`config.mk`:
```
export PLATFORM = sky130hd
export DESIGN_NAME = dma_chan_regs
export DESIGN_NICKNAME = d
export VERILOG_FILES = /design/src/rtl/dma_chan_pkg.sv /design/src/rtl/dma_lane_decode.sv /design/src/rtl/dma_base_reg.sv /design/src/rtl/dma_cmd_ctrl.sv /design/src/rtl/dma_chan_regs.sv
export SDC_FILE = /design/constraint.sdc
export NUM_CORES = 1
export LEC_CHECK = 0
export ABC_AREA = 0
export BUFFER_PORTS_ARGS = -buffer_cell sky130_fd_sc_hd__buf_2
export CAP_MARGIN = 15
export CORE_MARGIN = 1
export CORE_UTILIZATION = 40
export DETAILED_ROUTE_END_ITERATION = 6
export PLACE_DENSITY = 0.65
export SKIP_LAST_GASP = 1
export SYNTH_ARGS = -nofsm -noshare
export SYNTH_HDL_FRONTEND = slang
export SYNTH_SLANG_ARGS = --single-unit
```
`constraint.sdc`:
```
create_clock -name clk -period 6.6 [get_ports clk]
set_clock_uncertainty 0.1 [all_clocks]
set_input_delay 0.99 -clock clk [delete_from_list [all_inputs] [get_ports clk]]
set_output_delay 0.99 -clock clk [all_outputs]
set_load 0.005 [all_outputs]
```
`src/rtl/dma_chan_pkg.sv`:
```
package dma_chan_pkg;
   localparam int unsigned CMD_BYTE  = 0;
   localparam int unsigned STS_BYTE  = 2;
   localparam int unsigned BASE_BYTE = 4;
   localparam int unsigned RUN_BIT   = 0;
   localparam int unsigned DIR_BIT   = 3;
   localparam int unsigned ACT_BIT   = 0;
   localparam int unsigned IRQ_BIT   = 2;

   typedef enum logic [1:0] {
      SZ_B1 = 2'd0,
      SZ_B2 = 2'd1,
      SZ_B4 = 2'd2,
      SZ_BX = 2'd3
   } acc_size_e;

   function automatic int unsigned size_bytes(input logic [1:0] code);
      case (acc_size_e'(code))
         SZ_B1:   return 1;
         SZ_B2:   return 2;
         default: return 4;
      endcase
   endfunction
endpackage

```
`src/rtl/dma_lane_decode.sv`:
```
module dma_lane_decode #(
   parameter int unsigned WIN_BYTES = 8,
   parameter int unsigned ACC_BYTES = 4,
   localparam int unsigned OFF_W    = $clog2(WIN_BYTES),
   localparam int unsigned WIN_W    = WIN_BYTES * 8
) (
   input  logic                   acc_wr,
   input  logic [OFF_W-1:0]       acc_offset,
   input  logic [1:0]             acc_size,
   input  logic [ACC_BYTES*8-1:0] acc_wdata,
   input  logic [WIN_W-1:0]       win_image,
   output logic [WIN_BYTES-1:0]   lane_we,
   output logic [WIN_W-1:0]       lane_wdata,
   output logic [ACC_BYTES*8-1:0] acc_rdata
);
   import dma_chan_pkg::*;

   initial begin
      if (WIN_W <= ACC_BYTES * 8)
         $error("dma_lane_decode: window must be wider than one access");
   end

   logic [OFF_W+2:0]       span_end;
   logic [WIN_W-1:0]       shifted_rd;
   logic [ACC_BYTES*8-1:0] width_mask;

   always_comb begin
      span_end = (OFF_W+3)'(acc_offset) + (OFF_W+3)'(size_bytes(acc_size));
   end

   for (genvar i = 0; i < WIN_BYTES; i++) begin : g_lane
      always_comb begin
         lane_we[i] = acc_wr && ((OFF_W+3)'(i) >= (OFF_W+3)'(acc_offset))
                             && ((OFF_W+3)'(i) <  span_end);
      end
   end

   always_comb begin
      lane_wdata = {{(WIN_W-ACC_BYTES*8){1'b0}}, acc_wdata} << (8 * acc_offset);
      shifted_rd = win_image >> (8 * acc_offset);
      width_mask = '0;
      for (int b = 0; b < ACC_BYTES; b++) begin
         if (b < int'(size_bytes(acc_size))) width_mask[8*b +: 8] = 8'hFF;
      end
      acc_rdata = shifted_rd[ACC_BYTES*8-1:0] & width_mask;
   end
endmodule

```
`src/rtl/dma_base_reg.sv`:
```
module dma_base_reg #(
   parameter int unsigned BASE_BYTES = 4,
   parameter int unsigned ALIGN_BITS = 2
) (
   input  logic                    clk,
   input  logic                    rst_n,
   input  logic [BASE_BYTES-1:0]   byte_we,
   input  logic [BASE_BYTES*8-1:0] byte_wdata,
   output logic [BASE_BYTES*8-1:0] base_q
);
   initial begin
      if (ALIGN_BITS > 7)
         $error("dma_base_reg: alignment must stay inside byte 0");
   end

   for (genvar b = 0; b < BASE_BYTES; b++) begin : g_byte
      if (b == 0 && ALIGN_BITS > 0) begin : g_aligned
         always_ff @(posedge clk) begin
            if (!rst_n)
               base_q[7:0] <= '0;
            else if (byte_we[0])
               base_q[7:0] <= {byte_wdata[7:ALIGN_BITS], {ALIGN_BITS{1'b0}}};
         end
      end else begin : g_plain
         always_ff @(posedge clk) begin
            if (!rst_n)
               base_q[8*b +: 8] <= '0;
            else if (byte_we[b])
               base_q[8*b +: 8] <= byte_wdata[8*b +: 8];
         end
      end
   end
endmodule

```
`src/rtl/dma_cmd_ctrl.sv`:
```
module dma_cmd_ctrl (
   input  logic       clk,
   input  logic       rst_n,
   input  logic       cmd_we,
   input  logic [7:0] cmd_wbyte,
   input  logic       sts_we,
   input  logic [7:0] sts_wbyte,
   input  logic       eng_done,
   input  logic       dev_irq,
   output logic       run_q,
   output logic       dir_q,
   output logic       active_q,
   output logic       irq_flag_q,
   output logic       start_pulse,
   output logic       cancel_pulse,
   output logic       ptr_reload
);
   import dma_chan_pkg::*;

   logic irq_prev_q;
   logic new_run, run_edge, irq_rise, irq_clear;

   always_comb begin
      new_run   = cmd_wbyte[RUN_BIT];
      run_edge  = cmd_we && (new_run != run_q);
      irq_rise  = dev_irq && !irq_prev_q;
      irq_clear = sts_we && sts_wbyte[IRQ_BIT];
   end

   always_ff @(posedge clk) begin
      if (!rst_n) begin
         run_q        <= 1'b0;
         dir_q        <= 1'b0;
         active_q     <= 1'b0;
         irq_flag_q   <= 1'b0;
         irq_prev_q   <= 1'b0;
         start_pulse  <= 1'b0;
         cancel_pulse <= 1'b0;
         ptr_reload   <= 1'b0;
      end else begin
         start_pulse  <= 1'b0;
         cancel_pulse <= 1'b0;
         ptr_reload   <= 1'b0;
         irq_prev_q   <= dev_irq;
         if (eng_done) active_q <= 1'b0;
         if (cmd_we) begin
            run_q <= new_run;
            dir_q <= cmd_wbyte[DIR_BIT];
         end
         if (run_edge) begin
            if (!new_run) begin
               cancel_pulse <= 1'b1;
               active_q     <= 1'b0;
            end else begin
               ptr_reload <= 1'b1;
               if (!active_q) begin
                  active_q    <= 1'b1;
                  start_pulse <= 1'b1;
               end
            end
         end
         if (irq_rise)       irq_flag_q <= 1'b1;
         else if (irq_clear) irq_flag_q <= 1'b0;
      end
   end
endmodule

```
`src/rtl/dma_chan_regs.sv`:
```
module dma_chan_regs #(
   parameter int unsigned BASE_BYTES = 4,
   parameter int unsigned ALIGN_BITS = 2,
   localparam int unsigned WIN_BYTES = dma_chan_pkg::BASE_BYTE + BASE_BYTES,
   localparam int unsigned OFF_W     = $clog2(WIN_BYTES),
   localparam int unsigned BASE_W    = BASE_BYTES * 8
) (
   input  logic              clk,
   input  logic              rst_n,
   input  logic              acc_wr,
   input  logic [OFF_W-1:0]  acc_offset,
   input  logic [1:0]        acc_size,
   input  logic [31:0]       acc_wdata,
   output logic [31:0]       acc_rdata,
   input  logic              eng_done,
   input  logic              dev_irq,
   output logic              irq_out,
   output logic [BASE_W-1:0] table_base,
   output logic              dir_to_mem,
   output logic              start_pulse,
   output logic              cancel_pulse,
   output logic              ptr_reload
);
   import dma_chan_pkg::*;

   initial begin
      if (BASE_BYTES != 4)
         $error("dma_chan_regs: window layout assumes a 4-byte base");
   end

   logic [WIN_BYTES-1:0]   lane_we;
   logic [WIN_BYTES*8-1:0] lane_wdata;
   logic [WIN_BYTES*8-1:0] win_image;
   logic run_q, dir_q, active_q, irq_flag_q;
   logic [7:0] cmd_byte, sts_byte;

   dma_lane_decode #(.WIN_BYTES(WIN_BYTES), .ACC_BYTES(4)) u_dec (
      .acc_wr     (acc_wr),
      .acc_offset (acc_offset),
      .acc_size   (acc_size),
      .acc_wdata  (acc_wdata),
      .win_image  (win_image),
      .lane_we    (lane_we),
      .lane_wdata (lane_wdata),
      .acc_rdata  (acc_rdata)
   );

   dma_cmd_ctrl u_ctrl (
      .clk          (clk),
      .rst_n        (rst_n),
      .cmd_we       (lane_we[CMD_BYTE]),
      .cmd_wbyte    (lane_wdata[8*CMD_BYTE +: 8]),
      .sts_we       (lane_we[STS_BYTE]),
      .sts_wbyte    (lane_wdata[8*STS_BYTE +: 8]),
      .eng_done     (eng_done),
      .dev_irq      (dev_irq),
      .run_q        (run_q),
      .dir_q        (dir_q),
      .active_q     (active_q),
      .irq_flag_q   (irq_flag_q),
      .start_pulse  (start_pulse),
      .cancel_pulse (cancel_pulse),
      .ptr_reload   (ptr_reload)
   );

   dma_base_reg #(.BASE_BYTES(BASE_BYTES), .ALIGN_BITS(ALIGN_BITS)) u_base (
      .clk        (clk),
      .rst_n      (rst_n),
      .byte_we    (lane_we[WIN_BYTES-1:BASE_BYTE]),
      .byte_wdata (lane_wdata[WIN_BYTES*8-1:8*BASE_BYTE]),
      .base_q     (table_base)
   );

   always_comb begin
      cmd_byte          = '0;
      cmd_byte[RUN_BIT] = run_q;
      cmd_byte[DIR_BIT] = dir_q;
      sts_byte          = '0;
      sts_byte[ACT_BIT] = active_q;
      sts_byte[IRQ_BIT] = irq_flag_q;
      win_image = {table_base, 8'h00, sts_byte, 8'h00, cmd_byte};
      irq_out    = dev_irq;
      dir_to_mem = dir_q;
   end
endmodule

```
### Word-level counts from Yosys, hierarchy flattened

Index checks and enable logic that the tools add are counted.

* add/sub/neg operators: 1
* $lt $le $gt $ge: 15
* equality and inequality tests: 2
* shift-type cells: 2
* muxes and demuxes: 14
* bitwise operators: 1
* reduce and logical (&&, ||, !) cells: 19

Operators by type and width (number)
* << shifter 32 x 6 -> 64 bit: 1
* >> shifter 64 x 6 -> 32 bit: 1
* AND 32 bit: 1
* 2-to-1 mux 8 bit: 4
* less-than comparator 3 x 6 -> 1 bit (first input constant): 4
* logical AND 1 bit: 14
* greater-or-equal comparator 3 bit (first input constant): 3
* 2-to-1 mux 1 bit: 9
* less-than comparator 1 x 3 -> 1 bit (first input constant): 2
* less-than comparator 1 x 6 -> 1 bit (first input constant): 1
* less-than comparator 2 x 3 -> 1 bit (first input constant): 2
* less-than comparator 2 x 6 -> 1 bit (first input constant): 1
* case mux 3 bit (2 select lines): 1
* adder 3 x 3 -> 4 bit: 1
* greater-or-equal comparator 1 x 3 -> 1 bit (first input constant): 1
* greater-or-equal comparator 2 x 3 -> 1 bit (first input constant): 1
* AND reduction 3 bit: 1
* == test 2 x 1 -> 1 bit (second input constant): 1
* logical NOT 2 bit: 1
* AND reduction 2 bit: 1
* nonzero test 2 bit: 1
* logical NOT 1 bit: 1
* != test 1 bit: 1

* register bits after elaboration: 38
* bits of input ports: 42
* output and inout port bits: 69
* word-level logic and storage cells: 66

### Logic depth before layout (Yosys ltp)

* word-level depth: 8
* mapped depth: 8
* mapped depth without buffers: 8

### Hierarchy

Synthesis repeated with hierarchy kept, for this count alone.

* cells, all modules: 570
* area total of the unflattened synthesis: 4515.6 um^2

By module, submodules not included
* dma_lane_decode: times used 1, cells an instance 441, area each 3065.4 um^2, seq. area each 0.0 um^2
* dma_base_reg: times used 1, cells an instance 100, area each 1166.1 um^2, seq. area each 600.6 um^2
* dma_cmd_ctrl: times used 1, cells an instance 27, area each 272.8 um^2, seq. area each 160.2 um^2
* dma_chan_regs: times used 1, cells an instance 2, area each 11.3 um^2, seq. area each 0.0 um^2

### Least setup slack after synthesis

OpenSTA, ideal clock, no wires.

* path type: in2reg
* from: input acc_size[0]
* to: register u_ctrl.active_q
* arrival: 3029 ps
* required time: 6368 ps
* path slack: 3338 ps
* stages: 8
* path buffers: 0
* cell sequence: nor2_1 > ha_1 > inv_1 > fa_1 > and4bb_1 > a22o_1 > o311ai_0 > a21oi_1

* cells in the longest elaborated chain, start to end: 7

Ends and longest elaborated chain
* start: declaration: RTL line dma_chan_regs.sv:12 `input logic [1:0] acc_size,`
* == test 2 x 1 -> 1 bit or logical NOT 2 bit (tied branches): RTL line dma_chan_pkg.sv:18 `case (acc_size_e'(code))`
* case mux 3 bit (2 select lines) (*): RTL line dma_chan_pkg.sv:18
* adder 3 x 3 -> 4 bit (*): RTL line dma_lane_decode.sv:28 `span_end = (OFF_W+3)'(acc_offset) + (OFF_W+3)'(size_bytes(acc_size));`
* less-than comparator 1 x 6 -> 1 bit (*): RTL line dma_lane_decode.sv:34 `&& ((OFF_W+3)'(i) < span_end);`
* logical AND 1 bit (*): RTL line dma_lane_decode.sv:34
* logical AND 1 bit (*): RTL line dma_cmd_ctrl.sv:25 `run_edge = cmd_we && (new_run != run_q);`
* 2-to-1 mux 1 bit (*): RTL line dma_cmd_ctrl.sv:50 `if (run_edge) begin`
* end signal: assignment: RTL line dma_cmd_ctrl.sv:34 `active_q <= 1'b0;`
* end signal: assignment: RTL line dma_cmd_ctrl.sv:53 `active_q <= 1'b0;`
* end signal: assignment: RTL line dma_cmd_ctrl.sv:57 `active_q <= 1'b1;`
* end: declaration: RTL line dma_cmd_ctrl.sv:12 `output logic active_q,`

Every way passes the cells marked *; elsewhere a longest branch is shown, timed or not.
A chain may end at the register's enable or synchronous reset.

### Worst setup path after layout

* from: input acc_offset[2]
* to: output acc_rdata[31]

* cells in the longest elaborated chain, start to end: 2

Ends and longest elaborated chain
* start: declaration: RTL line dma_chan_regs.sv:11 `input logic [OFF_W-1:0] acc_offset,`
* >> shifter 64 x 6 -> 32 bit: RTL line dma_lane_decode.sv:40 `shifted_rd = win_image >> (8 * acc_offset);`
* AND 32 bit: RTL line dma_lane_decode.sv:45 `acc_rdata = shifted_rd[ACC_BYTES*8-1:0] & width_mask;`
* end: declaration: RTL line dma_chan_regs.sv:14 `output logic [31:0] acc_rdata,`

Every way passes these cells.

==> results.ini <==
[outcome]
status=completed

[yosys]
avgSynthCellArea_sq_um=7.540
yosysMostFrequentCell=a21oi_1
yosysTopAreaCell=dfxtp_1
synth_cell_types=52
ys_ff_latch=38
syn_inst=453
synth_top_area_share_pct=22.27
ys_seq_area_share_pct=22.27
synth_warnings=0
synth_edf_count=0
async_flop_share_pct=0
synth_common_cells=a21oi_1, nor2_1, mux2i_1
synthTopCellsByArea=dfxtp_1, mux2i_1, a21oi_1
syn_area_sq_um=3416
synth_flop_cell=dfxtp_1

[floorplan]
die-area_sq_um=8913
rows=33
core_area_sq_um=8258
initial_core_util_pct=41.36
die-width_microns=94.41
pin_count=111
die_h_microns=94.41

[critical_path]
rr_worst_depth=3
crit_arrival_ps=3230
critical_path.startpoint=acc_offset[2]
cp.buffers_inverters=2
crit_path_top_delay_cell=nand2b_1
startpoint_type=input port
rr_endpoint=u_ctrl.active_q$_SDFF_PN0_
critPathMaxStageDelay_ps=940
r2r-start=u_ctrl.run_q$_SDFFE_PN0P_
critPathMaxFanout=57
cp_cell_sequence=buf_2 > nand2b_1 > o22ai_1 > and2_1 > buf_2
worst_setup_path_end_kind=output pin
path_class=input port to output pin
rrSetupSlack_ps=5450
crit_top_cell=buf_2
crit_required_ps=5510
critPathTopFamily=simple AND/OR/NAND/NOR gates

[sta]
fin_crit_sh_pct=65.49
setup_violations=0
layout_min_cycle_time_ps=4322
tightest_slew_ps=1093
hold_violations=0
max_freq_mhz=231.4
slew_headroom_pct=27.16
rsz0062_at_grt=no
slew_violations=0
setup_tns_ps=0

[clock_network]
clk_pin_slew_worst_paths_ps=80
cts.path.max_buffers=2
clock-root-buffer=clkbuf_8
cts_buffers=5
insertion_delay_ps=300
post-cts-setup-buffers=0
cts_htree_levels=2
cts_num_sinks=38
cts_tree=done
cts_resized=0
hold_buffers=0

[finish]
largest-register=u_base.base_q
fillers=855
drive_gt1_share_pct=24.48
utilization_pct=48.74
nets=577
syn2layout_area_growth_pct=17.84
final_cell_area_sq_um=4025
diodes=0
largest_reg_flops=30

[global_route]
use_met1_pct=38.70
antenna_found_initial=0
grt_util_met2_pct=42.03
busiest_layer=met2
grt.met3_usage_pct=3.221
overflow=0
grt_pass1_wl_microns=18440
grt_usage_pct=26.59
grt_pass1_vias=3473
grt_max_degree=58

[hold_path]
hold_depth=2
hold_end=u_ctrl.irq_flag_q$_SDFFE_PN0P_
hold_path_startpoint=u_ctrl.irq_flag_q$_SDFFE_PN0P_
holdCritPathClass=flip-flop to flip-flop

[drt]
wirelength_microns=11970
via_per_inst=6.162
vias=3919
dr.pass1.iters=5
drt-initial-drc-count=337
ant_nets=0
wire_per_inst_microns=18.83
drc_errors=0

[pwr]
peakVddDrop_mv=0.09743
p_comb_share_pct=30.6
switching_share_pct=33.70
p_int_w=0.0004966
p_sw_w=0.0002524
power_leakage_nw=1.799
power.density_nw_per_um2=186.1
power_frac_clock_pct=33.9
seq_power_share_pct=35.5

[flow_run]
drv_cap=0

[placed_design]
gp_congestion=0.9021
port_buffers=108
dpl.hpwl_microns=8750
dpl-instance-area_sq_um=3882

## cell usage in the layout, fill, tap and decap left out, types with 2 or more instances in the layout
cell / count
nand2b_1: 3
buf_2: 108
o22ai_1: 15
nor3_1: 28
clkbuf_8: 6
nand3_1: 8
dfxtp_1: 38
o2111ai_1: 8
nor2b_1: 11
inv_1: 10
a21oi_1: 54
and2_1: 11
nand3b_1: 11
o211a_1: 4
o2bb2ai_1: 11
o21ai_0: 16
o221a_2: 2
o22a_1: 2
mux2i_1: 42
nor2_1: 51
and2b_1: 2
o221ai_2: 2
a211oi_1: 4
conb_1: 2
buf_4: 2
nor4_1: 10
bufinv_16: 2
nand2_1: 17
ha_1: 4
a22oi_1: 18
mux2_2: 7
a31oi_1: 3
## worst register-to-register path, stage by stage, from the launching register on
cell and delay [ps]:
dfxtp_1 410, nand2_1 90, o311ai_0 280, a21oi_1 110
## how the worst max path moves through the flow
stage | slack, ps | end | cells past startpoint
floorplan | 3340 | u_ctrl.active_q$_SDFF_PN0_ | 8
global placement | 2390 | acc_rdata[24] | 6
detailed placement | 2330 | u_base.base_q[7]$_SDFFE_PN0P_ | 9
CTS | 2390 | acc_rdata[31] | 5
global route | 2200 | acc_rdata[24] | 6
finish | 2280 | acc_rdata[31] | 5
## logic make-up (layout without fill, tap and decap cells)
logic type	count (synthesis)	in the layout	synth area share, %
simple gates	158	158	23.66
xor+xnor	2	2	0.5129
fa+ha+maj	5	5	2.051
mux	49	49	14.62
compound gates	149	149	29.12
other cells	1	2	0.1098
buf+inv	51	128	7.655
flops	38	38	22.27
## area by class of cell
class                           instances  area (sq um)  share of cell area [%]
Clock buffer                            6         82.58                   2.052
Clock inverter                          2         60.06                   1.492
Timing Repair Buffer                  110         555.5                   13.80
Tap cell                              105         131.4                   3.264
Multi-Input combinational cell        365          2397                   59.56
Inverter                               10         37.54                  0.9325
Sequential cell                        38         760.7                   18.90
## through the flow
stage | worst slack (ps) | hold WS (ps) | power (W) | std cells
3_5_place_dp | 2334 | 378.2 | 0.0004951 | 628
5_1_grt | 2203 | 403.9 | 0.0007819 | 636
4_1_cts | 2385 | 389.2 | 0.0007445 | 636
6_report | 2278 | 390.7 | 0.0007490 | 636
2_1_floorplan | 3338 | 345.9 | 0.0004205 | 454
3_3_place_gp | 2386 | 371.0 | 0.0004907 | 628
## power by group through the flow
stage / sequential (W) / combinational [W] / clock, W
finish: 0.000266 / 0.000229 / 0.000254
global route: 0.000267 / 0.000252 / 0.000264
CTS: 0.000264 / 0.000226 / 0.000254
detailed placement: 0.000270 / 0.000225 / 0
global placement: 0.000269 / 0.000222 / 0
floorplan: 0.000264 / 0.000156 / 0
## routing by layer
layer	wire, microns	share of wire, %	up-vias
met3	868	7.2	16
met2	5386	45	174
met5	0	0	-
met4	107	0.89	0
li1	-	-	1858
met1	5610	47	1871
(Power assumes the default switching activity.)
